## config.mk

```make
export PLATFORM = sky130hd
export DESIGN_NAME = clb_tile
export DESIGN_NICKNAME = d
export VERILOG_FILES = /design/src/rtl/clb_pkg.sv /design/src/rtl/clb_cfg_store.sv /design/src/rtl/clb_lut.sv /design/src/rtl/clb_out_stage.sv /design/src/rtl/clb_tile.sv
export SDC_FILE = /design/constraint.sdc
export NUM_CORES = 1
export LEC_CHECK = 0
export ABC_AREA = 1
export BUFFER_PORTS_ARGS = -buffer_cell sky130_fd_sc_hd__buf_2
export CORE_ASPECT_RATIO = 0.8
export CORE_MARGIN = 1.5
export CORE_UTILIZATION = 35
export CTS_CLUSTER_DIAMETER = 150
export DETAILED_ROUTE_END_ITERATION = 12
export GPL_TIMING_DRIVEN = 1
export SLEW_MARGIN = 20
export SYNTH_ARGS = -nofsm -noshare
export SYNTH_HDL_FRONTEND = slang
export SYNTH_SLANG_ARGS = --single-unit
```

## constraint.sdc

```tcl
create_clock -name clk -period 1.8 [get_ports clk]
set_input_delay 0.09 -clock clk [delete_from_list [all_inputs] [get_ports clk]]
set_output_delay 0.09 -clock clk [all_outputs]
set_load 0.05 [all_outputs]
```

## src/rtl/clb_pkg.sv

```systemverilog
package clb_pkg;

   localparam int H_SEL_W = 3;
   localparam int H_BITS  = 1 << H_SEL_W;

   // option field, LSB first: sel_x is configuration bit right after the H table
   typedef struct packed {
      logic ram_mode;
      logic sr_pol;
      logic srv_y;
      logic srv_x;
      logic reg_y;
      logic reg_x;
      logic sel_y;
      logic sel_x;
   } clb_opt_t;

   localparam int OPT_W = $bits(clb_opt_t);

   typedef enum logic {
      SRC_LUT = 1'b0,
      SRC_H   = 1'b1
   } clb_src_e;

endpackage

```

## src/rtl/clb_cfg_store.sv

```systemverilog
module clb_cfg_store
   import clb_pkg::*;
#(
   parameter int LUT_K = 4
) (
   input  logic                    clk,
   input  logic                    rst_n,
   input  logic                    shift_en,
   input  logic                    shift_din,
   input  logic                    ram_we,
   input  logic [LUT_K-1:0]        ram_addr,
   input  logic [1:0]              ram_wd,
   output logic [(1<<LUT_K)-1:0]   f_tab,
   output logic [(1<<LUT_K)-1:0]   g_tab,
   output logic [H_BITS-1:0]       h_tab,
   output clb_opt_t                opt
);

   localparam int DEPTH = 1 << LUT_K;
   localparam int G_LO  = DEPTH;
   localparam int H_LO  = 2 * DEPTH;
   localparam int O_LO  = H_LO + H_BITS;
   localparam int CFG_W = O_LO + OPT_W;

   logic [CFG_W-1:0] cfg_q;
   logic [CFG_W-1:0] cfg_d;
   logic             wr_go;

   assign f_tab = cfg_q[0 +: DEPTH];
   assign g_tab = cfg_q[G_LO +: DEPTH];
   assign h_tab = cfg_q[H_LO +: H_BITS];
   assign opt   = clb_opt_t'(cfg_q[O_LO +: OPT_W]);

   // loading wins over memory writes
   assign wr_go = ram_we & opt.ram_mode & ~shift_en;

   always_comb begin
      cfg_d = cfg_q;
      if (shift_en) begin
         cfg_d = {shift_din, cfg_q[CFG_W-1:1]};
      end else if (wr_go) begin
         for (int i = 0; i < DEPTH; i++) begin
            if (ram_addr == LUT_K'(i)) begin
               cfg_d[i]        = ram_wd[0];
               cfg_d[G_LO + i] = ram_wd[1];
            end
         end
      end
   end

   always_ff @(posedge clk or negedge rst_n) begin
      if (!rst_n) cfg_q <= '0;
      else        cfg_q <= cfg_d;
   end

endmodule

```

## src/rtl/clb_lut.sv

```systemverilog
module clb_lut #(
   parameter int K          = 4,
   parameter int READ_STYLE = 1
) (
   input  logic [(1<<K)-1:0] tab,
   input  logic [K-1:0]      sel,
   output logic              y
);

   localparam int DEPTH = 1 << K;

   if (K < 1 || K > 6) begin : g_bad_k
      $error("clb_lut: K must lie in 1..6");
   end

   if (READ_STYLE == 0) begin : g_index
      assign y = tab[sel];
   end else if (READ_STYLE == 1) begin : g_tree
      // heap-ordered tree: node 1 is the root, leaves sit at DEPTH..2*DEPTH-1
      logic node [1:2*DEPTH-1];
      for (genvar i = 0; i < DEPTH; i++) begin : g_leaf
         assign node[DEPTH + i] = tab[i];
      end
      for (genvar d = 0; d < K; d++) begin : g_lvl
         for (genvar j = 0; j < (1 << d); j++) begin : g_node
            localparam int N = (1 << d) + j;
            assign node[N] = sel[K-1-d] ? node[2*N + 1] : node[2*N];
         end
      end
      assign y = node[1];
   end else begin : g_bad_style
      $error("clb_lut: READ_STYLE must be 0 or 1");
   end

endmodule

```

## src/rtl/clb_out_stage.sv

```systemverilog
module clb_out_stage
   import clb_pkg::*;
(
   input  logic     clk,
   input  logic     rst_n,
   input  logic     hold_clr,
   input  logic     lut_v,
   input  logic     h_v,
   input  clb_src_e src_sel,
   input  logic     ce,
   input  logic     sr_act,
   input  logic     sr_val,
   input  logic     reg_sel,
   output logic     src_v,
   output logic     q,
   output logic     o
);

   assign src_v = (src_sel == SRC_H) ? h_v : lut_v;

   always_ff @(posedge clk or negedge rst_n) begin
      if (!rst_n)        q <= 1'b0;
      else if (hold_clr) q <= 1'b0;
      else if (sr_act)   q <= sr_val;
      else if (ce)       q <= src_v;
   end

   assign o = reg_sel ? q : src_v;

endmodule

```

## src/rtl/clb_tile.sv

```systemverilog
module clb_tile
   import clb_pkg::*;
#(
   parameter int LUT_K      = 4,
   parameter int READ_STYLE = 1
) (
   input  logic             clk,
   input  logic             rst_n,
   input  logic             cfg_shift,
   input  logic             cfg_din,
   input  logic [LUT_K-1:0] f_in,
   input  logic [LUT_K-1:0] g_in,
   input  logic             h_in,
   input  logic             ce,
   input  logic             sr,
   input  logic             ram_we,
   input  logic [1:0]       ram_wd,
   output logic             x_out,
   output logic             y_out
);

   localparam int DEPTH = 1 << LUT_K;
   localparam int LANES = 2;

   if (LUT_K < 2 || LUT_K > 6) begin : g_bad_k
      $error("clb_tile: LUT_K must lie in 2..6");
   end

   logic [DEPTH-1:0]  f_tab;
   logic [DEPTH-1:0]  g_tab;
   logic [H_BITS-1:0] h_tab;
   clb_opt_t          opt;
   logic              f_val;
   logic              g_val;
   logic              h_val;
   logic              sr_act;

   clb_cfg_store #(.LUT_K(LUT_K)) u_store (
      .clk      (clk),
      .rst_n    (rst_n),
      .shift_en (cfg_shift),
      .shift_din(cfg_din),
      .ram_we   (ram_we),
      .ram_addr (f_in),
      .ram_wd   (ram_wd),
      .f_tab    (f_tab),
      .g_tab    (g_tab),
      .h_tab    (h_tab),
      .opt      (opt)
   );

   clb_lut #(.K(LUT_K), .READ_STYLE(READ_STYLE)) u_f (
      .tab(f_tab), .sel(f_in), .y(f_val)
   );

   clb_lut #(.K(LUT_K), .READ_STYLE(READ_STYLE)) u_g (
      .tab(g_tab), .sel(g_in), .y(g_val)
   );

   clb_lut #(.K(H_SEL_W), .READ_STYLE(READ_STYLE)) u_h (
      .tab(h_tab), .sel({h_in, g_val, f_val}), .y(h_val)
   );

   assign sr_act = opt.sr_pol ? sr : ~sr;

   logic [LANES-1:0] lane_lut;
   logic [LANES-1:0] lane_sel;
   logic [LANES-1:0] lane_reg;
   logic [LANES-1:0] lane_srv;
   logic [LANES-1:0] lane_src;
   logic [LANES-1:0] lane_q;
   logic [LANES-1:0] lane_o;

   assign lane_lut = {g_val, f_val};
   assign lane_sel = {opt.sel_y, opt.sel_x};
   assign lane_reg = {opt.reg_y, opt.reg_x};
   assign lane_srv = {opt.srv_y, opt.srv_x};

   for (genvar i = 0; i < LANES; i++) begin : g_lane
      clb_out_stage u_out (
         .clk     (clk),
         .rst_n   (rst_n),
         .hold_clr(cfg_shift),
         .lut_v   (lane_lut[i]),
         .h_v     (h_val),
         .src_sel (clb_src_e'(lane_sel[i])),
         .ce      (ce),
         .sr_act  (sr_act),
         .sr_val  (lane_srv[i]),
         .reg_sel (lane_reg[i]),
         .src_v   (lane_src[i]),
         .q       (lane_q[i]),
         .o       (lane_o[i])
      );
   end

   assign x_out = lane_o[0];
   assign y_out = lane_o[1];

endmodule

```

; ---- Yosys cells after proc, flatten, opt, wreduce, memory -nomap -nowiden
; Index checks and enable logic that the tools add are counted.
[classes]
n_eq_ne = 15
n_mux = 82
bitwise_logic = 4
n_reduce_logical = 35
[op_table]
columns = op, count
row1 = 2-to-1 mux 1 bit, 80
row2 = 2-to-1 mux 32 bit, 2
row3 = nonzero test 2 bit, 17
row4 = == test 4 bit (second input constant), 8
row5 = AND reduction 2 bit, 16
row6 = == test 4 x 3 -> 1 bit (second input constant), 4
row7 = == test 4 x 2 -> 1 bit (second input constant), 2
row8 = == test 4 x 1 -> 1 bit (second input constant), 1
row9 = logical NOT 4 bit, 1
row10 = nonzero test 3 bit, 1
row11 = bitwise AND 1 bit, 2
row12 = NOT 1 bit, 2
[totals]
reg_bits = 50
input_bits = 18
out_inout_bits = 2

; ---- Depth between registers and ports, before layout
[depth]
depth_word = 11
depth_mapped = 19
mapped_depth_nobuf = 17

; ---- Modules after synthesis
; A second synthesis with hierarchy kept.
[unflattened]
cells_unflattened = 499
hier_area_um2 = 3203.1
[by_module_without_submodules]
columns = module, instances, cells_per_inst, area_each_um2, seq_area_each_um2
row1 = clb_cfg_store, 1, 334, 2396.0, 1201.2
row2 = clb_lut at u_f ..., 2, 50, 230.2, 0.0
row3 = clb_out_stage, 2, 16, 108.9, 25.0
row4 = clb_lut at u_h, 1, 28, 110.1, 0.0
row5 = clb_tile, 1, 5, 18.8, 0.0

; ---- Worst setup path before layout
; Ideal clock, no wire load.
[synth_path]
kind = register to output
startpoint = register u_store.cfg_q[10]
endpoint = output port x_out
arrival_ns = 1.933
t_required_ns = 1.710
slack_ns = -0.223
stages_incl_launch_ff = 14
cell_sequence = dfrtp_1 nand2_2 nand2_1 nand2_1 nand2_1 nand2_2 nand2_4 nor2_4 nand2_1 nand3_1 nand3_1 nand2_1 nand2_1 a31oi_1
[synth_via]
elab_chain_len = 9
[synth_lines]
columns = element, line
row1 = from (decl), clb_cfg_store.sv:25  ; logic [CFG_W-1:0] cfg_q;
row2 = from (signal assigned), clb_cfg_store.sv:53  ; else cfg_q <= cfg_d;
row3 = 2-to-1 mux 1 bit * (4 in series), clb_lut.sv:27  ; assign node[N] = sel[K-1-d] ? node[2*N + 1] : node[2*N];
row4 = 2-to-1 mux 1 bit (3 in series), clb_lut.sv:27
row5 = 2-to-1 mux 1 bit *, clb_out_stage.sv:19  ; assign src_v = (src_sel == SRC_H) ? h_v : lut_v;
row6 = 2-to-1 mux 1 bit *, clb_out_stage.sv:28  ; assign o = reg_sel ? q : src_v;
row7 = to (decl), clb_tile.sv:18  ; output logic x_out,
; Every way passes the cells marked *; elsewhere a longest branch is shown, timed or not.

; ---- Worst setup path in the final report
[layout_path]
startpoint = register u_store.cfg_q[1]
endpoint = output port y_out
[layout_via]
elab_chain_len = 9
[layout_lines]
columns = element, line
row1 = 2-to-1 mux 1 bit * (4 in series), clb_lut.sv:27
row2 = 2-to-1 mux 1 bit (2 in series), clb_lut.sv:27
row3 = 2-to-1 mux 1 bit *, clb_lut.sv:27
row4 = 2-to-1 mux 1 bit *, clb_out_stage.sv:19
row5 = 2-to-1 mux 1 bit *, clb_out_stage.sv:28
row6 = to (decl), clb_tile.sv:19  ; output logic y_out
; Marks and branches as above.

==> flow_metrics.env <==
export IMPL_path_class="register to output port"
export IMPL_finClkSkew_ns=0.01334
export IMPL_slew_viol_final=0
export IMPL_first_pass_iters=4
export IMPL_cp_arrival_ns=2.05
export IMPL_max_freq_mhz=468.1
export IMPL_hold_ws_ns=0.02299
export IMPL_ys_seq_elements=50
export IMPL_timing_final_ws_setup_ns=-0.3363
export IMPL_critPathRequiredTime_ns=1.71
export IMPL_synth_warnings=0
export IMPL_cts_clk_slew_worst_paths_ns=0.09
export IMPL_grt_pass1_vias=2243
export IMPL_antenna_found_initial=0
export IMPL_cts_sinks=50
export IMPL_htreeDepth=2
export IMPL_die_area_sq_um=8272
export IMPL_num_antenna_cells=0
export IMPL_areaGrowthSynthToFinish_pct=20.02
export IMPL_drv_cap=0
export IMPL_status="finished, violations left"
export IMPL_min_period_ns=2.136
export IMPL_rows=28
export IMPL_synth_xor_area_share_pct=0.3236
export IMPL_cts_tree="yes"
export IMPL_die_h_um=81.65
export IMPL_numCtsBuffers=5
export IMPL_grt_setup_unrepaired="true"
export IMPL_crit_path_cell_trace="nand2_1, nand2_1, nand2_1, nand2_1, nand2_1, nand2_2, nor2_4, nand2_1, nand3_1, nand3_2, nand2_4, nand2_4, a31oi_4, buf_6"
export IMPL_grt_max_degree=70
export IMPL_critical_path_max_stage_delay_ns=0.40
export IMPL_core_area_sq_um=7427
export IMPL_num_vias=2503
export IMPL_slew_headroom_pct=55.75
export IMPL_synth_area_sq_um=2706
export IMPL_syn_num_nets=403
export IMPL_cts_root_buf="clkbuf_8"
export IMPL_hold_depth=3
export IMPL_synth_simple_area_share_pct=31.48
export IMPL_die_width_um=101.3
export IMPL_dp_hpwl_um=4666
export IMPL_synthTopCellsByArea="dfrtp_1, nand2_1, o21ai_0"
export IMPL_crit_top_cell="nand2_1"
export IMPL_r2r_start="u_store.cfg_q[1]$_DFFE_PN0P_"
export IMPL_worstHoldStart="cfg_din"
export IMPL_synth_top_area_cell="dfrtp_1"
export IMPL_end_kind="output port"
export IMPL_r2r_slack_ns=0.16
export IMPL_wl_per_cell_um=12.48
export IMPL_drc=0
export IMPL_cts_path_max_buffers=2
export IMPL_ioPinCount=20
export IMPL_worstRegToRegCells=16
export IMPL_ys_types=21
export IMPL_crit_fanout=4
export IMPL_worst_pin_slew_ns=0.6637
export IMPL_portBuffers=19
export IMPL_fin_util_pct=43.73
export IMPL_ant_nets=0
export IMPL_p_per_area_nw_per_um2=900.7
export IMPL_cp_startpoint="u_store.cfg_q[1]$_DFFE_PN0P_"
export IMPL_synth_compound_area_share_pct=15.16
export IMPL_yosysSeqAreaShare_pct=46.23
export IMPL_fill_cells=764
export IMPL_fin_crit_sh_pct=118.7
export IMPL_peakVddDrop_mv=0.3921
export IMPL_synth_top_area_share_pct=46.23
export IMPL_grt_usage_pct=17.29
export IMPL_wl_um=6551
export IMPL_grt_pass1_wl_um=11040
export IMPL_cp_start_kind="register"
export IMPL_violations="negative setup slack"
export IMPL_synthCells=385
export IMPL_drtIter0Drc=179
export IMPL_leakage_nw=1.634
export IMPL_synthAdderAreaFrac_pct=0
export IMPL_start_util_pct=36.44
export IMPL_grt_ovfl_total=0
export IMPL_multi_input_area_sq_um=1354
export IMPL_slowest_stage="dfrtp_1"
export IMPL_routed_via_density=4.768
export IMPL_hp_class="primary input to register"
export IMPL_clock_latency_ns=0.31
export IMPL_fin_nets=437
export IMPL_synth_top_family_by_area="simple AND/OR/NAND/NOR gates"
export IMPL_muxShareOfSynthArea_pct=0
export IMPL_syn_avg_cell_area_sq_um=7.029
export IMPL_drive_above_1_share_pct=17.86
export IMPL_final_seq_area_sq_um=1251
export IMPL_hold_violations=0
export IMPL_setup_violations=2
export IMPL_gp_congestion=0.8709
-- stage by stage --
stage	TNS (ns)	power, mW	worst slack (ns)	area, sq um	cells
final	-0.6603	2.926	-0.3363	3248	525
after global routing	-0.9923	3.117	-0.4613	3248	525
after CTS	-0.4886	2.894	-0.2489	3178	524
after detailed placement	-0.09230	2.051	-0.05174	3028	514
after global placement	0	2.040	0.004823	3028	514
after floorplan	0	1.810	0.06197	2719	385
-- final timing paths --
| check | end |
|---|---|
| worst min-delay path | u_store.cfg_q[47]$_DFFE_PN0P_ |
| worst min register to register | u_store.cfg_q[41]$_DFFE_PN0P_ |
| min in group asynchronous | u_store.cfg_q[39]$_DFFE_PN0P_ |
| worst max register to register | g_lane[1].u_out.q$_DFFE_PN0P_ |
| max in group asynchronous | u_store.cfg_q[29]$_DFFE_PN0P_ |
| worst max-delay path | y_out |
-- metal layers --
metal / up-vias / GRT usage, % / part of all wire, %
met5: - / 0 / 0
met4: 0 / 5.833 / 1.4
met3: 9 / 2.809 / 2.4
met2: 30 / 25.37 / 42
met1: 1168 / 25.82 / 54
li1: 1296 / - / -
-- area by class of cell --
| type | instances | share of cell area [%] |
|---|---|---|
| Clock buffer | 5 | 2.119 |
| Inverter | 29 | 3.428 |
| Timing Repair Buffer | 41 | 8.860 |
| Tap cell | 105 | 4.045 |
| Multi-Input combinational cell | 292 | 41.68 |
| Clock inverter | 3 | 1.348 |
| Sequential cell | 50 | 38.52 |
-- registers in the layout, indices dropped and copies added (netlist names) --
signal,count
g_lane.u_out.q,2
u_store.cfg_q,48
-- synthesized netlist by cell type --
cell type,number
nand2_1,142
dfrtp_1,50
o21ai_0,42
nor2_1,37
a21oi_1,36
inv_1,25
nand3_1,18
nand2_2,10
clkbuf_1,9
inv_2,3
a31oi_1,2
buf_1,2
buf_2,1
buf_6,1
buf_8,1
inv_4,1
nand2_4,1
nor2_4,1
nor3_1,1
o211ai_1,1
xor2_1,1
-- kinds of logic after synthesis --
group | after synthesis
simple gates | 210
compound gates | 81
flops | 50
buf+inv | 43
xor+xnor | 1
-- layout by cell type (no fill, tap or decap), drive strengths merged --
cell type    netlist  routed
o21ai             42      42
bufinv             0       1
inv               29      30
clkbuf             9       5
a31oi              2       2
nor3               1       1
dfrtp             50      50
buf                5      40
a21oi             36      36
xor2               1       1
clkinv             0       1
nand2            153     153
dlygate4sd3        0       1
o211ai             1       1
nand3             18      18
nor2              38      38
-- critical path: cells and delay by family, from the launching register on --
| family | cells | cell delay [ns] |
|---|---|---|
| compound gates | 1 | 0.18 |
| flops | 1 | 0.40 |
| buf+inv | 1 | 0.18 |
| simple gates | 12 | 0.98 |
-- power by group --
group / leakage [nW] / switching (mW) / internal, mW / total, mW
clock: 0.0585 / 0.392 / 0.417 / 0.809
combinational: 0.936 / 0.429 / 0.292 / 0.722
sequential: 0.639 / 0.124 / 1.27 / 1.39
total: 1.63 / 0.946 / 1.98 / 2.93
-- what timing repair did --
item,CTS,global route
pin swaps,0,13
buffers inserted,1,1
endpoints found under the hold margin,19,0
hold buffers,1,0
endpoints found under the setup margin,2,4
gates resized for setup,6,13
(Power assumes the default switching activity.)
